File: config.mk
export PLATFORM = sky130hd
export DESIGN_NAME = pwm_timebase
export DESIGN_NICKNAME = d
export VERILOG_FILES = /design/src/rtl/pwm_timebase.sv
export SDC_FILE = /design/constraint.sdc
export NUM_CORES = 1
export LEC_CHECK = 0
export BUFFER_PORTS_ARGS = -buffer_cell sky130_fd_sc_hd__buf_4
export CAP_MARGIN = 20
export CORE_AREA = 8 8 107 109
export DETAILED_ROUTE_END_ITERATION = 12
export DIE_AREA = 0 0 115 117
export GPL_ROUTABILITY_DRIVEN = 0
export PLACE_DENSITY = 0.83
export SYNTH_ARGS = -nofsm -noshare
export SYNTH_HDL_FRONTEND = slang
export SYNTH_SLANG_ARGS = --single-unit
File: constraint.sdc
create_clock -name clk -period 3.45 [get_ports clk]
set_clock_uncertainty 0.05 [all_clocks]
set_input_delay 0.5175 -clock clk [delete_from_list [all_inputs] [get_ports clk]]
set_output_delay 0.5175 -clock clk [all_outputs]
set_load 0.01 [all_outputs]
File: src/rtl/pwm_timebase.sv
module pwm_timebase #(
  parameter int W = 16
) (
  input  logic         clk,
  input  logic         rst_n,
  input  logic         wr_en,
  input  logic [2:0]   wr_addr,
  input  logic [W-1:0] wr_data,
  input  logic         sync_in,
  output logic [W-1:0] cnt,
  output logic         dir_up,
  output logic         ev_zero,
  output logic         ev_prd,
  output logic         ev_cmpa,
  output logic         ev_cmpb,
  output logic         sync_out
);
  localparam logic [1:0] M_UP = 2'd0, M_DN = 2'd1, M_UD = 2'd2, M_HOLD = 2'd3;
  localparam logic [W-1:0] ZERO = '0;
  localparam logic [W-1:0] ONE  = W'(1);

  logic [1:0]   mode_r, sel_r;
  logic         phase_en_r, dir_r;
  logic [W-1:0] prd_sh, prd_act, phase_r, cmpa_r, cmpb_r;
  logic [W-1:0] cnt_nxt;
  logic         dir_nxt, sync_evt, sw_sync, at_zero, first_step;

  assign sw_sync    = wr_en && (wr_addr == 3'd0) && wr_data[5];
  assign sync_evt   = sync_in || sw_sync;
  assign at_zero    = (cnt == ZERO);
  assign first_step = (prd_sh == ZERO) ? ZERO : ONE;

  assign ev_zero = at_zero;
  assign ev_prd  = (cnt == prd_act);
  assign ev_cmpa = (cnt == cmpa_r);
  assign ev_cmpb = (cnt == cmpb_r);

  assign dir_up = (mode_r == M_UP) ? 1'b1 : (mode_r == M_DN) ? 1'b0 : dir_r;

  always_comb begin
    cnt_nxt = cnt;
    dir_nxt = dir_r;
    if (sync_evt && phase_en_r) begin
      cnt_nxt = phase_r;
    end else begin
      case (mode_r)
        M_UP: begin
          if (at_zero)             cnt_nxt = first_step;
          else if (cnt >= prd_act) cnt_nxt = ZERO;
          else                     cnt_nxt = cnt + ONE;
        end
        M_DN: begin
          if (at_zero) cnt_nxt = prd_sh;
          else         cnt_nxt = cnt - ONE;
        end
        M_UD: begin
          if (at_zero) begin
            cnt_nxt = first_step;
            dir_nxt = 1'b1;
          end else if (dir_r && cnt >= prd_act) begin
            cnt_nxt = cnt - ONE;
            dir_nxt = 1'b0;
          end else if (dir_r) begin
            cnt_nxt = cnt + ONE;
          end else begin
            cnt_nxt = cnt - ONE;
          end
        end
        default: cnt_nxt = cnt;
      endcase
    end
  end

  always_comb begin
    case (sel_r)
      2'd0:    sync_out = sync_evt;
      2'd1:    sync_out = ev_zero;
      2'd2:    sync_out = ev_cmpb;
      default: sync_out = 1'b0;
    endcase
  end

  always_ff @(posedge clk) begin
    if (!rst_n) begin
      cnt        <= ZERO;
      dir_r      <= 1'b1;
      prd_act    <= ZERO;
      prd_sh     <= ZERO;
      phase_r    <= ZERO;
      cmpa_r     <= ZERO;
      cmpb_r     <= ZERO;
      mode_r     <= M_UP;
      sel_r      <= 2'd0;
      phase_en_r <= 1'b0;
    end else begin
      cnt   <= cnt_nxt;
      dir_r <= dir_nxt;
      if (at_zero) prd_act <= prd_sh;
      if (wr_en) begin
        case (wr_addr)
          3'd0: begin
            mode_r     <= wr_data[1:0];
            phase_en_r <= wr_data[2];
            sel_r      <= wr_data[4:3];
          end
          3'd1: prd_sh  <= wr_data;
          3'd2: phase_r <= wr_data;
          3'd3: cmpa_r  <= wr_data;
          3'd4: cmpb_r  <= wr_data;
          default: ;
        endcase
      end
    end
  end
endmodule

Word-level counts from Yosys, hierarchy flattened. Index checks and enable logic that the tools add are counted.

Register bits: 102.

Mux-type cells: 14. Bitwise operators: 1. $lt $le $gt $ge: 1. Equal/unequal tests: 11. Reduce and logical (&&, ||, !) cells: 18. $add $sub $neg: 2.

Operator list (count): $mux W16 (7); $eq A16 B16 Y1 (3); $pmux W16 S3 (1); $logic_not A16 Y1 (2); $add A16 B1 Y16 const B (1); $ge A16 B16 Y1 (1); $sub A16 B1 Y16 const B (1); $reduce_and A2 Y1 (5); $eq A3 B2 Y1 const B (2); $mux W1 (5); $eq A2 B1 Y1 const B (2); $eq A2 B2 Y1 const B (2); $logic_and A1 B1 Y1 (4); $logic_not A2 Y1 (2); $reduce_bool A4 Y1 (1); $eq A3 B1 Y1 const B (1); $eq A3 B3 Y1 const B (1); $logic_not A3 Y1 (1); $pmux W1 S3 (1); $reduce_and A3 Y1 (1); $reduce_bool A2 Y1 (1); $logic_or A1 B1 Y1 (1); $not A1 Y1 (1).

Depth between registers and ports, before layout. Gate-level depths: netlist (run 1).

Depth after elaboration: 7. Depth in mapped cells: 12. Depth with buffers taken out: 10.

Least setup slack after synthesis (run 1). Ideal clock, no wire load.

Path kind: flip-flop to output port. Start point: register cnt[0]. End point: output sync_out. Stages on the path, launching flop included: 12. Arrival time: 2.421 ns. Slack: 0.462 ns. Cells stage by stage: dfxtp_1 buf_6 inv_1 ha_1 nor4b_1 nand4_1 clkbuf_1 clkbuf_1 clkbuf_1 nand2_1 o21ai_0 o21ai_0.

Longest elaborated chain between the ends: 2. Elaborated cells on any way between the ends: 3. Classes of those cells: eq/ne (1); mux (1); reduce/logical (1).

RTL lines: start, declared (RTL line 10) `output logic [W-1:0] cnt,`; start signal, assigned (RTL line 96) `cnt <= cnt_nxt;`; $eq A16 B16 Y1 / $logic_not A16 Y1 (equally long branches) (RTL line 36, 30); $pmux W1 S3 * (RTL line 75) `case (sel_r)`; end, declared (RTL line 16) `output logic sync_out`.

Mark *: on every way between the ends. The rest lies on a longest branch, timed or not.

Worst setup path in the final report (run 1). Same ends and word-level chain as after synthesis.

==> results of run 1 <==
stage by stage:
stage | power, mW | instance area, um^2 | instances
2_1_floorplan | 2.00 | 5850 | 785
3_3_place_gp | 2.29 | 6280 | 934
3_5_place_dp | 2.31 | 6280 | 934
4_1_cts | 3.04 | 6470 | 950
5_1_grt | 3.19 | 6470 | 950
6_report | 3.06 | 6470 | 950
critical path: cells and delay by family, from the launching register on:
kind,cells,cell delay (ps)
adder cells (fa/ha/maj),1,250
AO/OA/AOI/OAI,2,240
buffers and inverters,3,620
flip-flops,1,320
AND/OR/NAND/NOR,3,930
cell type report:
| class | instances | share of cell area [%] |
|---|---|---|
| timing repair buffer | 68 | 7.89 |
| tap | 136 | 2.63 |
| multi-input combinational | 600 | 53.4 |
| inverter | 28 | 1.62 |
| sequential | 102 | 31.6 |
| clock inverter | 7 | 1.02 |
| clock buffer | 9 | 1.91 |
final timing paths:
check,from,end,slack (ps),depth (start not counted)
hold / removal,wr_data[7],cmpb_r[7],350,3
setup / recovery,cnt[0],sync_out,130,9
hold reg to reg,phase_r[5],phase_r[5],420,2
setup reg to reg,cnt[3],cnt[7],440,8
sequential cells by signal (all words and copies together) (netlist names):
| signal | flops |
|---|---|
| prd_act | 16 |
| mode_r | 2 |
| sel_r | 2 |
| cmpa_r | 16 |
| phase_r | 16 |
| cmpb_r | 16 |
| dir_r | 1 |
| phase_en_r | 1 |
| cnt | 16 |
| prd_sh | 16 |
power by group through the flow:
stage	clock network, mW	logic (mW)	registers (mW)
floorplan	0	0.738	1.26
global placement	0	1.03	1.26
detailed placement	0	1.05	1.26
CTS	0.748	1.05	1.24
global route	0.787	1.16	1.24
finish	0.742	1.08	1.24
cells by family after synthesis:
group | synth area share, %
AND/OR/NAND/NOR | 26.1
buffers and inverters | 6.03
adder cells (fa/ha/maj) | 4.49
flip-flops | 34.9
multiplexers | 1.88
XOR/XNOR | 8.84
AO/OA/AOI/OAI | 17.7
cells in the final DEF (no fill, tap or decap), types with 3 or more instances in the layout:
master      n
nor3_1     18
xor2_1      9
a211oi_1    8
o22ai_1     3
or4_1       3
ha_1       21
or3_1      10
or2_2       3
xnor2_1    50
nor4_1     17
and2_1      3
nand2_1   185
a31oi_1     5
a21o_1      3
dfxtp_1   102
buf_4      68
and3_1      4
a21oi_1    99
o221ai_1    3
nand2b_1    3
nand4_1    16
o21ai_0    29
inv_1      26
nor2_1     35
clkbuf_8    9
mux2i_1    11
o211ai_1   14
nand3_1    20
a221oi_1    3
layer usage:
| metal | GRT usage [%] | wire (um) |
|---|---|---|
| met1 | 32.7 | 6850 |
| met2 | 43.4 | 8120 |
| met3 | 5.03 | 1860 |
| met4 | 14.4 | 724 |
| met5 | 0 | 0 |
==> results.toml, run 1 <==
[run_status]
status = "completed"

[synthesis]
synth_top_area_share_pct = 34.9
yosys_register_bits = 102
syn_area_mm2 = 0.00585
synth_ff_type = "dfxtp_1"
ys_seq_area_share_pct = 34.9
synth_area_leaders = "dfxtp_1 (35%), nand2_1 (12%), a21oi_1 (8.5%)"
synth_nets = 829
synth_cells = 785
yosysWarnings = 0
synth.distinct_cells = 52
synth_area_leader_cell = "dfxtp_1"
synth.avg_cell_area_um2 = 7.45
synth_common_cells = "nand2_1 (185), dfxtp_1 (102), a21oi_1 (99)"
yosysMostFrequentCell = "nand2_1"
synthArstFlopShare_pct = 0
synth_edf_count = 0

[global_route]
grt_pass1_vias = 5752
track_usage_pct = 26.6
antenna_found_initial = 0
grt_overflow = 0
grt_first_pass_wirelength_um = 28300
grt_max_degree = 46

[drt]
vias = 5961
drt_iter0_drc = 455
drc = 0
ant_nets = 0
routed_via_density = 6.27
routed_wl_um = 17500
first_pass_iters = 8
wl_per_cell_um = 18.5

[clock_network]
clk_latency_ps = 380
cts_tree = "done"
cts-buffers-inserted = 9
cts_hold_buf = 0
cts.repair.resized = 0
cts_setup_buffers = 0
cts.path.max_buffers = 2
cts_root_buffer = "clkbuf_8"
htree_levels = 3
path_clk_slew_ps = 110
clkSinkCount = 102

[power]
power_frac_comb_pct = 35.3
p_int_mw = 1.89
p_leak_nw = 2.35
p_switching_mw = 1.17
power_density_mw_per_mm2 = 473
p_sw_share_pct = 38.4
max-vdd-ir-drop_mv = 0.244
p_clk_share_pct = 24.3
power_frac_seq_pct = 40.5

[final_layout]
final_util_pct = 65.3
layout-drive-gt1-share_pct = 12.2
regArea_mm2 = 0.00204
multi_input_area_mm2 = 0.00345
n_fill_cell = 880
area_growth_pct = 10.7
fin_nets = 853
num_antenna_cells = 0

[timing]
max-slew-margin-rel_pct = 29.1
worstMarginPinSlew_ps = 1060
finalSetupTns_ps = 0
hold_viol_final = 0
fin_crit_sh_pct = 96.1
fmax_mhz = 302
rsz0062_at_grt = "no"
timing.final.crit_period_ps = 3320
setup_slack_ps = 133
hold_ws_ps = 354
slew_violations = 0
setup_viol = 0

[floorplanning]
rows = 37
dieWidth_um = 115
start_util_pct = 59.0
fp.coreArea_mm2 = 0.00991
ios = 45
fp.dieH_um = 117
dieArea_mm2 = 0.0135

[setup_path]
cp_data_arrival_time_ps = 2750
path_max_fanout = 38
worstSetupEndpointType = "output pin"
worstSetupPathType = "register to output pin"
required_ps = 2880
max_stage_delay_ps = 570
crit_path_start_kind = "register"
cpMaxStageDelayCell = "nor4b_1"
path_cells = "inv_1 -> ha_1 -> nor4b_1 -> nand4_1 -> buf_4 -> nand2_1 -> o21ai_0 -> o21ai_0 -> buf_4"

[worst_hold_path]
hold_class = "input port to register"

[placed_design]
portBuffers = 44
dp_slack_ps = 623
dp_hpwl_um = 12900

[flow_run]
max_cap_viol_count = 0
Power figures use the tool's default switching activity.
==> run 2: changes to the inputs <==
--- a/config.mk
+++ b/config.mk
@@ -11,6 +11,7 @@
 export DETAILED_ROUTE_END_ITERATION = 12
 export DIE_AREA = 0 0 115 117
 export GPL_ROUTABILITY_DRIVEN = 0
+export GPL_TIMING_DRIVEN = 0
 export PLACE_DENSITY = 0.83
 export SYNTH_ARGS = -nofsm -noshare
 export SYNTH_HDL_FRONTEND = slang
==> run 2 against run 1 <==
Against the previous run:
- setup slack got worse by 49 ps
- clock power rose by 1%
- global-route usage rose by 1.8 points
- sequential share of layout area fell by 0.76 points
- clock-buffer cell count did not move
- utilization rose by 1.6 points
- final area rose by 2.5%
- sequential cell count did not move
- largest power group unchanged
- highest routed layer unchanged
==> results.toml, run 2 (synthesized netlist as in run 1, its figures left out) <==
[power]
p_sw_share_pct = 38.7
p_clk_share_pct = 23.4
power_frac_comb_pct = 37.9
power_density_mw_per_mm2 = 484
max-vdd-ir-drop_mv = 0.243
p_leak_nw = 2.41
power_mw = 3.21
p_int_mw = 1.97
p_switching_mw = 1.24
power_frac_seq_pct = 38.7

[drt]
routed_wl_um = 18300
ant_nets = 0
drt_iter0_drc = 730
first_pass_iters = 6
wl_per_cell_um = 18.5
vias = 6172
drc = 0
routed_via_density = 6.27

[placed_design]
dp_hpwl_um = 13900
portBuffers = 44

[final_layout]
final_util_pct = 66.9
num_antenna_cells = 0
layout-drive-gt1-share_pct = 12.1
mostFrequentLayoutCells = "nand2_1 (185), dfxtp_1 (102), a21oi_1 (99), buf_4 (55), xnor2_1 (50)"
area_growth_pct = 13.4
final_common_cell = "nand2_1"
fin_nets = 888

[floorplanning]
rows = 37
ios = 45
dieArea_mm2 = 0.0135
dieWidth_um = 115
fp.coreArea_mm2 = 0.00991
start_util_pct = 59.0
fp.dieH_um = 117

[worst_hold_path]
hp-start = "wr_data[7]"
hold_class = "input port to register"
hold_depth = 3
hold_end = "cmpb_r[7]"

[timing]
fin_crit_sh_pct = 97.6
hold_ws_ps = 350
timing.final.crit_period_ps = 3370
finalSetupTns_ps = 0
slew_violations = 0
hold_viol_final = 0
fmax_mhz = 297
max-slew-margin-rel_pct = 48.3
rsz0062_at_grt = "no"
setup_viol = 0
worstMarginPinSlew_ps = 776

[clock_network]
cts_root_buffer = "clkbuf_8"
cts_tree = "done"
cts.path.max_buffers = 2
cts-buffers-inserted = 9
clkSinkCount = 102
path_clk_slew_ps = 110
clk_latency_ps = 390
cts_hold_buf = 0
htree_levels = 3

[setup_path]
reg2reg_from = "cnt[0]"
cp_data_arrival_time_ps = 2800
path_max_fanout = 10
r2r_end = "cnt[7]"
worstSetupPathType = "register to output pin"
worstSetupEndpointType = "output pin"
reg2reg_slack_ps = 210
required_ps = 2880
ff2ff_path_depth = 12
crit_path_start_kind = "register"

[global_route]
grt_pass1_vias = 5995
track_usage_pct = 28.4
grt_max_degree = 20
grt_first_pass_wirelength_um = 29900
grt_overflow = 0
antenna_found_initial = 0

[flow_run]
max_cap_viol_count = 0

[run_status]
status = "completed"
## run 2: changes by cell type in the layout (fill, tap and decap cells not counted), sizes merged
cell / before / now
clkbuf: 9 / 46
buf: 68 / 66
clkinvlp: 1 / 2
inv: 31 / 30
## run 2: final cells by class
type	instances	area [um^2]
Timing Repair Buffer	49	368
Sequential cell	102	2040
Inverter	28	109
Fill cell	871	3280
Tap cell	136	170
Clock inverter	7	66.3
Multi-Input combinational cell	600	3480
Clock buffer	9	124
Buffer	54	272
## run 2: worst max-delay path, cell delays in order (launching register included)
cell	delay, ps
dfxtp_1	370
clkbuf_4	220
inv_2	110
ha_4	160
nor4b_4	280
nand4_1	240
clkbuf_8	220
clkbuf_4	190
clkbuf_8	190
nand2_1	60
o21ai_0	70
o21ai_0	150
buf_4	140
## run 2: per-stage QoR
stage / setup WS [ps] / instances / area, um^2
after global routing: 12.2 / 985 / 6630
after global placement: -281 / 965 / 6350
after detailed placement: -333 / 965 / 6350
after CTS: 0.151 / 982 / 6590
final: 84.3 / 985 / 6630
after floorplan: 462 / 785 / 5850
## run 2: per-layer routing
| metal | routed length, um | share of wire [%] | up-vias | GRT usage [%] |
|---|---|---|---|---|
| met5 | 0 | 0 | - | 0 |
| met4 | 1090 | 5.9 | 0 | 18.7 |
| met3 | 2230 | 12 | 118 | 5.03 |
| met2 | 8260 | 45 | 453 | 45.2 |
| met1 | 6690 | 37 | 2773 | 34.8 |
| li1 | - | - | 2828 | - |
## run 2: power groups by stage
stage / clock (mW) / combinational, mW / sequential [mW]
finish: 0.752 / 1.22 / 1.24
floorplan: 0 / 0.738 / 1.26
global placement: 0 / 1.05 / 1.26
global route: 0.799 / 1.30 / 1.25
CTS: 0.750 / 1.13 / 1.24
detailed placement: 0 / 1.07 / 1.27
## run 2: timing repair
item / in CTS / in global routing
setup buffers: 1 / 4
cloned: 0 / 0
setup endpoints to repair: 2 / 2
gates resized for setup: 12 / 4
## run 2: worst max-delay path by stage
stage            from  endpoint  depth (start not counted)
6_report       cnt[1]  sync_out                         12
5_1_grt        cnt[1]  sync_out                         12
4_1_cts        cnt[1]   ev_zero                          9
3_5_place_dp   cnt[1]  sync_out                         12
3_3_place_gp   cnt[1]  sync_out                         12
2_1_floorplan  cnt[0]  sync_out                         11
==> run 3: changes to the inputs <==
--- a/config.mk
+++ b/config.mk
@@ -13,6 +13,7 @@
 export GPL_ROUTABILITY_DRIVEN = 0
 export GPL_TIMING_DRIVEN = 0
 export PLACE_DENSITY = 0.83
+export RECOVER_POWER = 100
 export SYNTH_ARGS = -nofsm -noshare
 export SYNTH_HDL_FRONTEND = slang
 export SYNTH_SLANG_ARGS = --single-unit
==> run 3 against run 2 <==
Against the previous run:
- clock-buffer cell count is the same
- register-to-register slack lost 20 ps
- setup slack lost 51 ps
==> results.toml, run 3 (synthesized netlist as in run 1, its figures left out) <==
[run_status]
status = "completed"

[placed_design]
dp_hpwl_um = 13900
portBuffers = 44
dpl_cell_area_mm2 = 0.00635
dp.cells = 965

[clock_network]
path_clk_slew_ps = 110
cts.path.max_buffers = 2
htree_levels = 3
clk_latency_ps = 380
cts-buffers-inserted = 9
cts_root_buffer = "clkbuf_8"
clkSinkCount = 102
cts_tree = "done"
cts_hold_buf = 0

[global_route]
antenna_found_initial = 0
use_met1_pct = 34.8
grt_pass1_vias = 5995
busiest_layer = "met2"
grt_first_pass_wirelength_um = 29900
grt_util_met3_pct = 5.03
grt_util_met2_pct = 45.2
track_usage_pct = 28.4
grt_max_degree = 20
grt_overflow = 0

[floorplanning]
dieWidth_um = 115
fp.dieH_um = 117
dieArea_mm2 = 0.0135
ios = 45
fp.coreArea_mm2 = 0.00991
start_util_pct = 59.0
rows = 37

[setup_path]
worstSetupPathType = "register to output pin"
reg2reg_from = "cnt[0]"
critPathTopFamily = "buffers and inverters"
required_ps = 2880
path_buf_inv = 6
worstSetupEndpointType = "output pin"
crit_path_start_kind = "register"
max_stage_delay_ps = 370
crit_start = "cnt[1]"
cp_data_arrival_time_ps = 2850
cpMaxStageDelayCell = "dfxtp_1"
path_cells = "clkbuf_4 -> inv_2 -> ha_4 -> nor4b_4 -> nand4_1 -> clkbuf_8 -> clkbuf_4 -> clkbuf_8 -> nand2_1 -> o21ai_0 -> o21ai_0 -> buf_4"
path_max_fanout = 10

[timing]
timing.final.crit_period_ps = 3420
hold_viol_final = 0
hold_ws_ps = 355
max-slew-margin-rel_pct = 28.6
worstMarginPinSlew_ps = 1070
setup_viol = 0
fmax_mhz = 293
rsz0062_at_grt = "no"
slew_violations = 0
fin_crit_sh_pct = 99.0

[final_layout]
mostFrequentLayoutCells = "nand2_1 (186), dfxtp_1 (102), a21oi_1 (99), clkbuf_1 (57), xnor2_1 (50)"
n_fill_cell = 887
area_growth_pct = 11.6
layout-drive-gt1-share_pct = 9.19
final_common_cell = "nand2_1"
num_antenna_cells = 0
fin_nets = 888
multi_input_area_mm2 = 0.00346
final_util_pct = 65.9
regArea_mm2 = 0.00204
final_cell_area_mm2 = 0.00653
fin_cells = 985

[power]
power_frac_comb_pct = 37.5
max-vdd-ir-drop_mv = 0.240
p_int_mw = 1.94
p_switching_mw = 1.24
p_sw_share_pct = 38.9
p_leak_nw = 2.31
power_frac_seq_pct = 39.1
power_density_mw_per_mm2 = 487
p_clk_share_pct = 23.4

[drt]
drt_iter0_drc = 736
ant_nets = 0
drc = 0
vias = 6178
wl_per_cell_um = 18.7
routed_via_density = 6.27
routed_wl_um = 18500
first_pass_iters = 11

[worst_hold_path]
hp-start = "wr_data[7]"
hold_class = "input port to register"

[flow_run]
max_cap_viol_count = 0
## run 3: repair_timing
action / in CTS / in global routing
endpoints found under the hold margin: 0 / 0
endpoints found under the setup margin: 2 / 2
gates resized for setup: 12 / 4
setup buffers: 1 / 4
## run 3: worst min-delay path: cells and delay by family
kind / cells / cell delay, ps
AND/OR/NAND/NOR: 1 / 50
AO/OA/AOI/OAI: 1 / 50
buffers and inverters: 1 / 130
## run 3: layout make-up
class	instances	share of cell area, %
multi-input combinational	600	53.1
sequential	102	31.3
timing repair buffer	49	4.31
buffer	54	4.16
tap	136	2.61
clock buffer	9	1.90
inverter	28	1.67
clock inverter	7	1.02
## run 3: layer usage
layer | part of all wire (%) | vias to the layer above
met3 | 12 | 125
met4 | 6.2 | 0
met5 | 0 | -
met2 | 45 | 456
met1 | 37 | 2767
li1 | - | 2830
## run 3: power by group through the flow
stage	Sequential [mW]	Combinational, mW	Clock [mW]
after global placement	1.26	1.05	0
after floorplan	1.26	0.738	0
after CTS	1.24	1.13	0.750
after global routing	1.25	1.27	0.799
final	1.24	1.19	0.743
after detailed placement	1.27	1.07	0
## run 3: stage by stage
step           total power, mW  setup WS [ps]  TNS [ps]
4_1_cts                   3.12          0.151         0
3_5_place_dp              2.34           -333      -478
2_1_floorplan             2.00            462         0
6_report                  3.18           33.6         0
5_1_grt                   3.32           17.1         0
3_3_place_gp              2.32           -281      -348
## run 3: final timing paths
path | to | slack (ps) | cells after the start
setup / recovery | sync_out | 30 | 12
setup reg to reg | cnt[5] | 190 | 12
hold / removal | cmpb_r[7] | 360 | 3
hold reg to reg | phase_r[13] | 410 | 2
